**src/rtl/pwm_pkg.sv**
```systemverilog
package pwm_pkg;

    typedef enum logic [1:0] {
        MODE_OFF_A  = 2'b00,
        MODE_OFF_B  = 2'b01,
        MODE_TRUE   = 2'b10,
        MODE_INVERT = 2'b11
    } pwm_mode_e;

    // one counter step, described by what it reaches
    typedef struct packed {
        logic tick;         // a step happens this cycle
        logic step_up;      // the step increments the count
        logic leave_bottom; // step out of zero
        logic reach_top;    // step onto the all-ones value
        logic reach_bottom; // step onto zero
    } step_evt_t;

    localparam int unsigned NUM_FLAGS = 2;
    localparam int unsigned FLAG_OVF  = 0;
    localparam int unsigned FLAG_CMP  = 1;

    // connected modes drive the pin, bit 0 selects inversion
    function automatic logic mode_connected(input pwm_mode_e m);
        return m[1];
    endfunction

    function automatic logic mode_inverted(input pwm_mode_e m);
        return m[0];
    endfunction

endpackage

```
**src/rtl/pwm_counter.sv**
```systemverilog
module pwm_counter
    import pwm_pkg::*;
#(
    parameter int unsigned WIDTH = 8
) (
    input  logic             clk,
    input  logic             rst,
    input  logic             tick,
    output logic [WIDTH-1:0] cnt_q,
    output logic [WIDTH-1:0] cnt_nx,
    output step_evt_t        evt
);
    localparam logic [WIDTH-1:0] TOP  = {WIDTH{1'b1}};
    localparam logic [WIDTH-1:0] ZERO = '0;
    localparam logic [WIDTH-1:0] ONE  = WIDTH'(1);

    logic up_q, up_nx;

    always_comb begin
        if (up_q) begin
            if (cnt_q == TOP) begin
                cnt_nx = TOP - ONE;
                up_nx  = 1'b0;
            end else begin
                cnt_nx = cnt_q + ONE;
                up_nx  = 1'b1;
            end
        end else begin
            if (cnt_q == ZERO) begin
                cnt_nx = ONE;
                up_nx  = 1'b1;
            end else begin
                cnt_nx = cnt_q - ONE;
                up_nx  = 1'b0;
            end
        end
    end

    always_comb begin
        evt.tick         = tick;
        evt.step_up      = (up_q && cnt_q != TOP) || (!up_q && cnt_q == ZERO);
        evt.leave_bottom = tick && (cnt_q == ZERO);
        evt.reach_top    = tick && (cnt_nx == TOP);
        evt.reach_bottom = tick && (cnt_nx == ZERO);
    end

    always_ff @(posedge clk) begin
        if (rst) begin
            cnt_q <= ZERO;
            up_q  <= 1'b1;
        end else if (tick) begin
            cnt_q <= cnt_nx;
            up_q  <= up_nx;
        end
    end

    // every tick moves the count by exactly one
    p_unit_step_r1: assert property (@(posedge clk) disable iff (rst)
        (!$past(rst) && $past(tick)) |->
            (cnt_q == WIDTH'($past(cnt_q) + ONE)) || (cnt_q == WIDTH'($past(cnt_q) - ONE)));

    // no tick, no movement
    p_count_frozen_r12: assert property (@(posedge clk) disable iff (rst)
        (!$past(rst) && !$past(tick)) |-> $stable(cnt_q));

endmodule

```
**src/rtl/pwm_cmp_buffer.sv**
```systemverilog
module pwm_cmp_buffer #(
    parameter int unsigned WIDTH = 8
) (
    input  logic             clk,
    input  logic             rst,
    input  logic             wr_en,
    input  logic [WIDTH-1:0] wr_data,
    input  logic             load,
    output logic [WIDTH-1:0] hold_q,
    output logic [WIDTH-1:0] active_q
);
    always_ff @(posedge clk) begin
        if (rst) begin
            hold_q   <= '0;
            active_q <= '0;
        end else begin
            if (wr_en) hold_q   <= wr_data;
            if (load)  active_q <= hold_q;
        end
    end

    // the threshold in force moves only at the counter peak
    p_latch_at_peak_r4: assert property (@(posedge clk) disable iff (rst)
        (!$past(rst) && active_q != $past(active_q)) |-> $past(load));

    // a write is visible on the next cycle
    p_readback_r3: assert property (@(posedge clk) disable iff (rst)
        (!$past(rst) && $past(wr_en)) |-> hold_q == $past(wr_data));

endmodule

```
**src/rtl/pwm_wave.sv**
```systemverilog
module pwm_wave
    import pwm_pkg::*;
#(
    parameter int unsigned WIDTH = 8
) (
    input  logic             clk,
    input  logic             rst,
    input  step_evt_t        evt,
    input  logic [WIDTH-1:0] cnt_nx,
    input  logic [WIDTH-1:0] active,
    input  pwm_mode_e        mode,
    output logic             match,
    output logic             pwm_o
);
    localparam logic [WIDTH-1:0] TOP  = {WIDTH{1'b1}};
    localparam logic [WIDTH-1:0] ZERO = '0;

    logic level_q;   // true-polarity level
    logic forced;

    assign match  = evt.tick && (cnt_nx == active);
    assign forced = (active == ZERO) || (active == TOP);

    always_ff @(posedge clk) begin
        if (rst) begin
            level_q <= 1'b1;
        end else if (evt.reach_top) begin
            level_q <= 1'b0;
        end else if (evt.reach_bottom) begin
            level_q <= 1'b1;
        end else if (match) begin
            level_q <= !evt.step_up;
        end
    end

    always_comb begin
        if (!mode_connected(mode)) begin
            pwm_o = 1'b0;
        end else if (forced) begin
            pwm_o = (active == TOP) ^ mode_inverted(mode);
        end else begin
            pwm_o = level_q ^ mode_inverted(mode);
        end
    end

    // the pin moves only on a counter step or a mode change
    p_no_stray_edge_r5: assert property (@(posedge clk) disable iff (rst)
        (!$past(rst) && !$stable(pwm_o)) |-> ($past(evt.tick) || !$stable(mode)));

    // a disconnected pin stays low across every step
    p_off_stays_low_r8: assert property (@(posedge clk) disable iff (rst)
        (!$past(rst) && !mode[1] && !$past(mode[1])) |-> (!pwm_o && !$past(pwm_o)));

endmodule

```
**src/rtl/pwm_flags.sv**
```systemverilog
module pwm_flags
    import pwm_pkg::*;
(
    input  logic                 clk,
    input  logic                 rst,
    input  logic [NUM_FLAGS-1:0] set_evt,
    input  logic [NUM_FLAGS-1:0] clr_w1c,
    input  logic [NUM_FLAGS-1:0] ack,
    input  logic [NUM_FLAGS-1:0] ie,
    input  logic                 gie,
    output logic [NUM_FLAGS-1:0] flag_q,
    output logic [NUM_FLAGS-1:0] irq
);
    for (genvar i = 0; i < NUM_FLAGS; i++) begin : g_flag
        always_ff @(posedge clk) begin
            if (rst) begin
                flag_q[i] <= 1'b0;
            end else if (set_evt[i]) begin
                flag_q[i] <= 1'b1;
            end else if (clr_w1c[i] || ack[i]) begin
                flag_q[i] <= 1'b0;
            end
        end

        assign irq[i] = flag_q[i] && ie[i] && gie;

        // R2 (overflow) and R9 (compare): a set event always lands
        p_flag_set_r2: assert property (@(posedge clk) disable iff (rst)
            (!$past(rst) && $past(set_evt[i])) |-> flag_q[i]);

        // a clear without a competing set empties the flag
        p_flag_clear_r11: assert property (@(posedge clk) disable iff (rst)
            (!$past(rst) && $past((clr_w1c[i] || ack[i]) && !set_evt[i])) |-> !flag_q[i]);
    end

endmodule

```
**src/rtl/pwm_sym_channel.sv**
```systemverilog
module pwm_sym_channel
    import pwm_pkg::*;
#(
    parameter int unsigned WIDTH = 8
) (
    input  logic             clk,
    input  logic             rst,
    input  logic             tick,
    input  logic             cmp_wr,
    input  logic [WIDTH-1:0] cmp_wdata,
    output logic [WIDTH-1:0] cmp_rdata,
    output logic [WIDTH-1:0] count,
    input  logic [1:0]       out_mode,
    output logic             pwm_out,
    output logic             ovf_flag,
    output logic             cmp_flag,
    input  logic             ovf_clr,
    input  logic             cmp_clr,
    input  logic             ovf_ack,
    input  logic             cmp_ack,
    input  logic             ovf_ie,
    input  logic             cmp_ie,
    input  logic             glob_ie,
    output logic             ovf_irq,
    output logic             cmp_irq
);
    logic [WIDTH-1:0]     cnt_nx;
    logic [WIDTH-1:0]     active;
    step_evt_t            evt;
    logic                 match;
    logic [NUM_FLAGS-1:0] set_evt, clr_w1c, ack_v, ie_v, flag_v, irq_v;

    pwm_counter #(.WIDTH(WIDTH)) u_counter (
        .clk    (clk),
        .rst    (rst),
        .tick   (tick),
        .cnt_q  (count),
        .cnt_nx (cnt_nx),
        .evt    (evt)
    );

    pwm_cmp_buffer #(.WIDTH(WIDTH)) u_cmp (
        .clk      (clk),
        .rst      (rst),
        .wr_en    (cmp_wr),
        .wr_data  (cmp_wdata),
        .load     (evt.reach_top),
        .hold_q   (cmp_rdata),
        .active_q (active)
    );

    pwm_wave #(.WIDTH(WIDTH)) u_wave (
        .clk    (clk),
        .rst    (rst),
        .evt    (evt),
        .cnt_nx (cnt_nx),
        .active (active),
        .mode   (pwm_mode_e'(out_mode)),
        .match  (match),
        .pwm_o  (pwm_out)
    );

    always_comb begin
        set_evt[FLAG_OVF] = evt.leave_bottom;
        set_evt[FLAG_CMP] = match;
        clr_w1c[FLAG_OVF] = ovf_clr;
        clr_w1c[FLAG_CMP] = cmp_clr;
        ack_v[FLAG_OVF]   = ovf_ack;
        ack_v[FLAG_CMP]   = cmp_ack;
        ie_v[FLAG_OVF]    = ovf_ie;
        ie_v[FLAG_CMP]    = cmp_ie;
    end

    pwm_flags u_flags (
        .clk     (clk),
        .rst     (rst),
        .set_evt (set_evt),
        .clr_w1c (clr_w1c),
        .ack     (ack_v),
        .ie      (ie_v),
        .gie     (glob_ie),
        .flag_q  (flag_v),
        .irq     (irq_v)
    );

    assign ovf_flag = flag_v[FLAG_OVF];
    assign cmp_flag = flag_v[FLAG_CMP];
    assign ovf_irq  = irq_v[FLAG_OVF];
    assign cmp_irq  = irq_v[FLAG_CMP];

    // a request never appears with the global enable low
    p_irq_gated_r10: assert property (@(posedge clk) disable iff (rst)
        (ovf_irq || cmp_irq) |-> glob_ie);

endmodule

```
**config.mk**
```make
export PLATFORM = sky130hd
export DESIGN_NAME = pwm_sym_channel
export DESIGN_NICKNAME = d
export VERILOG_FILES = /design/src/rtl/pwm_pkg.sv /design/src/rtl/pwm_counter.sv /design/src/rtl/pwm_cmp_buffer.sv /design/src/rtl/pwm_wave.sv /design/src/rtl/pwm_flags.sv /design/src/rtl/pwm_sym_channel.sv
export SDC_FILE = /design/constraint.sdc
export NUM_CORES = 1
export LEC_CHECK = 0
export BUFFER_PORTS_ARGS = -buffer_cell sky130_fd_sc_hd__clkbuf_2
export CELL_PAD_IN_SITES_DETAIL_PLACEMENT = 1
export CELL_PAD_IN_SITES_GLOBAL_PLACEMENT = 2
export CORE_ASPECT_RATIO = 0.7
export CORE_UTILIZATION = 30
export DETAILED_ROUTE_END_ITERATION = 16
export PLACE_DENSITY_LB_ADDON = 0.3
export SYNTH_ARGS = -nofsm -noshare
export SYNTH_HDL_FRONTEND = slang
export SYNTH_SLANG_ARGS = --single-unit
```
**constraint.sdc**
```tcl
create_clock -name clk -period 2.7 [get_ports clk]
set_input_delay 0.54 -clock clk [delete_from_list [all_inputs] [get_ports clk]]
set_output_delay 0.54 -clock clk [all_outputs]
set_load 0.02 [all_outputs]
```
Word-level counts from Yosys, hierarchy flattened
Cells that the tools add are included.
{"block": "classes", "n_eq_ne": 5, "n_reduce_logical": 22, "n_mux": 15, "n_bitwise": 2, "n_addsub": 2}
{"operator": "$eq 8x8->1 const B", "n": 3}
{"operator": "$logic_not 8->1", "n": 3}
{"operator": "$mux 8", "n": 3}
{"operator": "$mux 1", "n": 12}
{"operator": "$logic_and 1x1->1", "n": 10}
{"operator": "$add 8x1->8 const B", "n": 1}
{"operator": "$eq 8x8->1", "n": 1}
{"operator": "$ne 8x8->1 const B", "n": 1}
{"operator": "$sub 8x1->8 const B", "n": 1}
{"operator": "$logic_or 1x1->1", "n": 4}
{"operator": "$reduce_bool 2->1", "n": 2}
{"operator": "$reduce_bool 3->1", "n": 1}
{"operator": "$logic_not 1->1", "n": 2}
{"operator": "$xor 1x1->1", "n": 2}
{"block": "word_totals", "out_inout_bits": 21, "elab_cells": 53, "regBits": 28, "in_bits": 21}

Logic depth before layout (Yosys ltp)
{"block": "logic_depth", "word_depth": 8, "mapped_depth": 12, "depth_no_buf": 10}

Hierarchy
Synthesis repeated with hierarchy kept, for this count alone.
{"block": "hier_totals", "hier_cells": 213, "hier_area_um2": 1835.5}
{"module": "pwm_counter", "cells_per_inst": 120, "area_per_inst_um2": 943.4, "n_inst": 1, "seq_area_each_um2": 180.2}
{"module": "pwm_cmp_buffer", "cells_per_inst": 52, "area_per_inst_um2": 579.3, "n_inst": 1, "seq_area_each_um2": 320.3}
{"module": "pwm_wave", "cells_per_inst": 31, "area_per_inst_um2": 225.2, "n_inst": 1, "seq_area_each_um2": 20.0}
{"module": "pwm_flags", "cells_per_inst": 10, "area_per_inst_um2": 87.6, "n_inst": 1, "seq_area_each_um2": 40.0}

Worst setup path before layout
No wires, ideal clock.
{"block": "synth_timing", "kind": "flip-flop to flip-flop", "startpoint": "register u_counter.cnt_q[1]", "endpoint": "register u_cmp.active_q[0]", "setup_time_ps": 128, "path_stages_with_launch": 11, "path_slack_ps": 277, "n_path_buf": 1, "arrival_time_ps": 2295, "required_time_ps": 2572, "cell_sequence": "dfxtp_1 -> ha_1 -> nand4_1 -> o21a_1 -> a211oi_2 -> nand2_1 -> nor4b_1 -> nand3_1 -> buf_6 -> mux2i_1 -> nor2_1"}
{"block": "synth_via", "elab_chain_len": 5}
{"item": "start: declaration", "line_no": "pwm_counter.sv:9", "text": "output logic [WIDTH-1:0] cnt_q,"}
{"item": "start signal: assignment", "line_no": "pwm_counter.sv:52", "text": "cnt_q <= cnt_nx;"}
{"item": "$sub 8x1->8 (tied with other cells)", "line_no": "pwm_counter.sv:33", "text": "cnt_nx = cnt_q - ONE;"}
{"item": "$mux 8, on equally long branches", "line_no": "pwm_counter.sv:29, pwm_counter.sv:21"}
{"item": "$mux 8 *", "line_no": "pwm_counter.sv:20", "text": "if (up_q) begin"}
{"item": "$eq 8x8->1 *", "line_no": "pwm_counter.sv:43", "text": "evt.reach_top = tick && (cnt_nx == TOP);"}
{"item": "$logic_and 1x1->1 *", "line_no": "pwm_counter.sv:43"}
{"item": "end signal: assignment", "line_no": "pwm_cmp_buffer.sv:18", "text": "if (load) active_q <= hold_q;"}
{"item": "end: declaration", "line_no": "pwm_cmp_buffer.sv:10", "text": "output logic [WIDTH-1:0] active_q"}
Every way passes the cells marked *; elsewhere a longest branch is shown, timed or not.
A chain may end at the register's enable or synchronous reset.

Worst setup path after layout
{"block": "layout_timing", "startpoint": "register u_counter.cnt_q[0]", "endpoint": "register u_wave.level_q"}
{"block": "layout_via", "elab_chain_len": 7}
{"item": "$sub 8x1->8 (tied with other cells)", "line_no": "pwm_counter.sv:33"}
{"item": "$mux 8 (tied with other cells)", "line_no": "pwm_counter.sv:29", "text": "if (cnt_q == ZERO) begin"}
{"item": "$mux 8 / $logic_or 1x1->1 (equally long branches)", "line_no": "pwm_counter.sv:20, pwm_counter.sv:41"}
{"item": "$logic_not 8->1 / $logic_not 1->1 (equally long branches)", "line_no": "pwm_counter.sv:44, pwm_wave.sv:32"}
{"item": "$logic_and 1x1->1 / $mux 1 (equally long branches)", "line_no": "pwm_counter.sv:44, pwm_wave.sv:31"}
{"item": "$mux 1", "line_no": "pwm_wave.sv:29", "text": "end else if (evt.reach_bottom) begin"}
{"item": "$mux 1", "line_no": "pwm_wave.sv:27", "text": "end else if (evt.reach_top) begin"}
{"item": "end signal: assignment", "line_no": "pwm_wave.sv:32", "text": "level_q <= !evt.step_up;"}
{"item": "end: declaration", "line_no": "pwm_wave.sv:18", "text": "logic level_q;"}
Parallel ways exist; a longest one is shown, timed or not. The select of a mux whose other input is x is not followed.

==> out/metrics.csv <==
stage,metric,value,unit
status,outcome,"finished, final reports clean",
sta,finalSetupViolCount,0,
setup_path,crit_fanout,6,
placed_design,dpl_worst_slack,0.169,ns
die,row_count,22,
synthesis,ys_seq_elements,28,
placed_design,hpwl,4.11,mm
setup_path,cp_slowest_stage_delay,0.38,ns
layout,multiInputGateArea,1110,um2
min_path,min_path_type,flip-flop to flip-flop,
cts,clockRootBuffer,clkbuf_8,
sta,fmax,0.388,GHz
route,wl_per_cell,15.9,um
min_path,worstHoldStart,u_flags.flag_q[1],
synthesis,syn_nets,225,
route,first_pass_iters,4,
synthesis,synth_cell_type_count,53,
setup_path,path_depth,11,
cts,clk_pin_slew,0.10,ns
grt,antenna_found_initial,0,
die,die_x,93.6,um
layout,regArea,562,um2
die,fp.dieH,66.1,um
grt,grt_overflow,0,
synthesis,ys.flop_type,dfxtp_1,
cts,cts-htree-levels,1,
pwr,fin_total_pwr,0.000962,W
layout,fin_cells,323,
synthesis,syn_inst,201,
setup_path,worstSetupStartpointType,flip-flop,
route,drtAntennaViolNets,0,
setup_path,worst-endpoint-required,2.90,ns
layout,fill_cells,667,
placed_design,port_buffers,41,
setup_path,crit_arrival,2.78,ns
sta,tightest_slew,0.478,ns
layout,fin_util,0.403,
cts,numCtsBuffers,3,
die,io_pins,42,
synthesis,ys_seq_area_frac,0.318,
setup_path,crit_slowest_cell,dfxtp_1,
route,vias,1645,
grt,grt_max_degree,18,
synthesis,syn_avg_cell_area,8.76,um2
synthesis,yosysWarnings,0,
setup_path,r2r_cells,11,
cts,cts_tree,yes,
setup_path,end_kind,flip-flop,
grt,grt_pass1_vias,1670,
sta,fin_setup_tns,0,ns
route,wl,5.14,mm
setup_path,cp-endpoint,u_wave.level_q,
pwr,peakVddDrop,0.185,mV
layout,nNetsFinal,276,
synthesis,synth_edf_count,0,
setup_path,crit_buf_inv,2,
pwr,leakage,1.02,nW
sta,max_slew_margin,0.681,
layout,area_delta_synth_final,24.9,%
placed_design,place_congestion,0.844,
sta,grt_setup_unrepaired,no,
die,die_area,6180,um2
cts,clock_latency,0.28,ns
sta,hold_violations,0,
grt,grt.total_usage,0.181,
layout,drive_above_1_share,0.335,
placed_design,dp.cells,318,
sta,period_needed,2.58,ns
synthesis,synth_area,1760,um2
setup_path,cp-startpoint,u_counter.cnt_q[0],
cts,clock_sinks,28,
die,core-area,5450,um2
pwr,p_per_area,437,nW/um2
flow_run,cap_viol_max_count,0,
setup_path,r2r_end,u_wave.level_q,
route,drc,0,
setup_path,ff2ff_setup_slack,0.12,ns
sta,clock_skew,0.00562,ns
sta,maxSlewViolCount,0,
sta,finalCritPeriodShare,0.954,
cts,cts_buffer_depth,2,
setup_path,rr_startpoint,u_counter.cnt_q[0],
setup_path,critPathKind,flip-flop to flip-flop,
layout,antenna_cells,0,
setup_path,critical_path.top_delay_family,simple AND/OR/NAND/NOR gates,
route,drt_iter0_markers,78,
die,initial_core_util,0.323,
grt,grt_pass1_wl,8.58,mm
sta,worst_slack,0.123,ns
synthesis,postSynth.asyncResetShare,0,
setup_path,path_cells,"inv_1, ha_1, nor3b_2, a21oi_1, a22o_1, nor2_2, buf_4, xnor2_1, nor3_1, nand3_1, a211oi_2",
route,routed_via_density,5.09,
## worst min-delay path, stage by stage (launching register included)
cell     delay [ns]
dfxtp_1        0.33
nand2_1        0.06
a21oi_1        0.05
## placed cells by master, fill, tap and decap left out, types with 5 or more instances in the layout
| master | instances |
|---|---|
| dfxtp_1 | 27 |
| xor2_1 | 6 |
| xnor2_1 | 5 |
| nand3_1 | 10 |
| and3_1 | 7 |
| mux2i_1 | 20 |
| buf_4 | 20 |
| nor2_1 | 33 |
| clkbuf_2 | 41 |
| a21oi_1 | 6 |
| nor3_1 | 7 |
## synth_stat cells (all sizes together), types with 2 or more instances
| library cell | count | area (um2) |
|---|---|---|
| nand2 | 3 | 11.3 |
| o21a | 2 | 15.0 |
| clkbuf | 4 | 15.0 |
| or3 | 2 | 12.5 |
| xor2 | 6 | 52.6 |
| dfxtp | 28 | 561 |
| nor3 | 8 | 45.0 |
| xnor2 | 5 | 43.8 |
| nor4 | 3 | 31.3 |
| o21ai | 4 | 20.0 |
| and3 | 7 | 43.8 |
| mux2 | 2 | 26.3 |
| nand4 | 3 | 18.8 |
| a311oi | 2 | 17.5 |
| or4 | 4 | 33.8 |
| ha | 3 | 37.5 |
| a21oi | 8 | 43.8 |
| mux2i | 21 | 223 |
| nor2 | 34 | 130 |
| nand3 | 11 | 60.1 |
| a211oi | 7 | 67.6 |
| inv | 3 | 11.3 |
| nand2b | 3 | 18.8 |
| nor2b | 2 | 12.5 |
| nor3b | 2 | 20.0 |
| buf | 11 | 76.3 |
## kinds of logic after synthesis
kind of cell	count (synthesis)	share of synthesized area
simple gates	87	0.273
mux	23	0.141
compound gates	31	0.133
fa+ha+maj	3	0.0213
buf+inv	18	0.0583
xor+xnor	11	0.0547
flops	28	0.318
## through the flow
| stage | hold slack (ns) | area (um2) |
|---|---|---|
| 2_1_floorplan | 0.501 | 1760 |
| 3_3_place_gp | 0.466 | 2110 |
| 3_5_place_dp | 0.472 | 2110 |
| 4_1_cts | 0.485 | 2180 |
| 5_1_grt | 0.499 | 2200 |
| 6_report | 0.479 | 2200 |
## worst min-delay path by stage
stage                              to  slack (ns)  cells past startpoint
floorplan           u_cmp.active_q[3]        0.50                      2
global placement    u_flags.flag_q[1]        0.47                      2
detailed placement  u_flags.flag_q[1]        0.47                      2
CTS                 u_flags.flag_q[1]        0.49                      2
global route        u_flags.flag_q[1]        0.50                      2
finish              u_flags.flag_q[1]        0.48                      2
## cell type report
| type | count | share of cell area |
|---|---|---|
| Timing Repair Buffer | 61 | 0.162 |
| Sequential cell | 28 | 0.256 |
| Inverter | 3 | 0.00512 |
| Clock inverter | 1 | 0.0137 |
| Clock buffer | 3 | 0.0188 |
| Tap cell | 72 | 0.0410 |
| Multi-Input combinational cell | 155 | 0.504 |
## state kept, by name, summed over array words and instances, names as in the netlist
| name | cells |
|---|---|
| u_flags.flag_q | 2 |
| u_counter.cnt_q | 8 |
| u_counter.up_q | 1 |
| u_wave.level_q | 1 |
| u_cmp.active_q | 8 |
| u_cmp.hold_q | 8 |
## power by group
group | internal (W) | switching (W) | leakage, nW | total [W]
Sequential | 0.000427 | 0.0000193 | 0.229 | 0.000447
Clock | 0.000199 | 0.000138 | 0.0357 | 0.000337
Combinational | 0.0000795 | 0.0000987 | 0.759 | 0.000178
Total | 0.000706 | 0.000256 | 1.02 | 0.000962
## repair_timing
item | CTS | global route
gates resized for setup | 0 | 3
hold buffers | 0 | 0
buffers inserted | 0 | 1
setup endpoints to repair | 0 | 2
## layer usage
layer | global-route usage | vias up | share of wire
met4 | 0.0231 | 0 | 0.0021
met1 | 0.274 | 780 | 0.55
met2 | 0.264 | 38 | 0.40
li1 | - | 825 | -
met5 | 0 | - | 0
met3 | 0.0379 | 2 | 0.047
(Power assumes the default switching activity.)
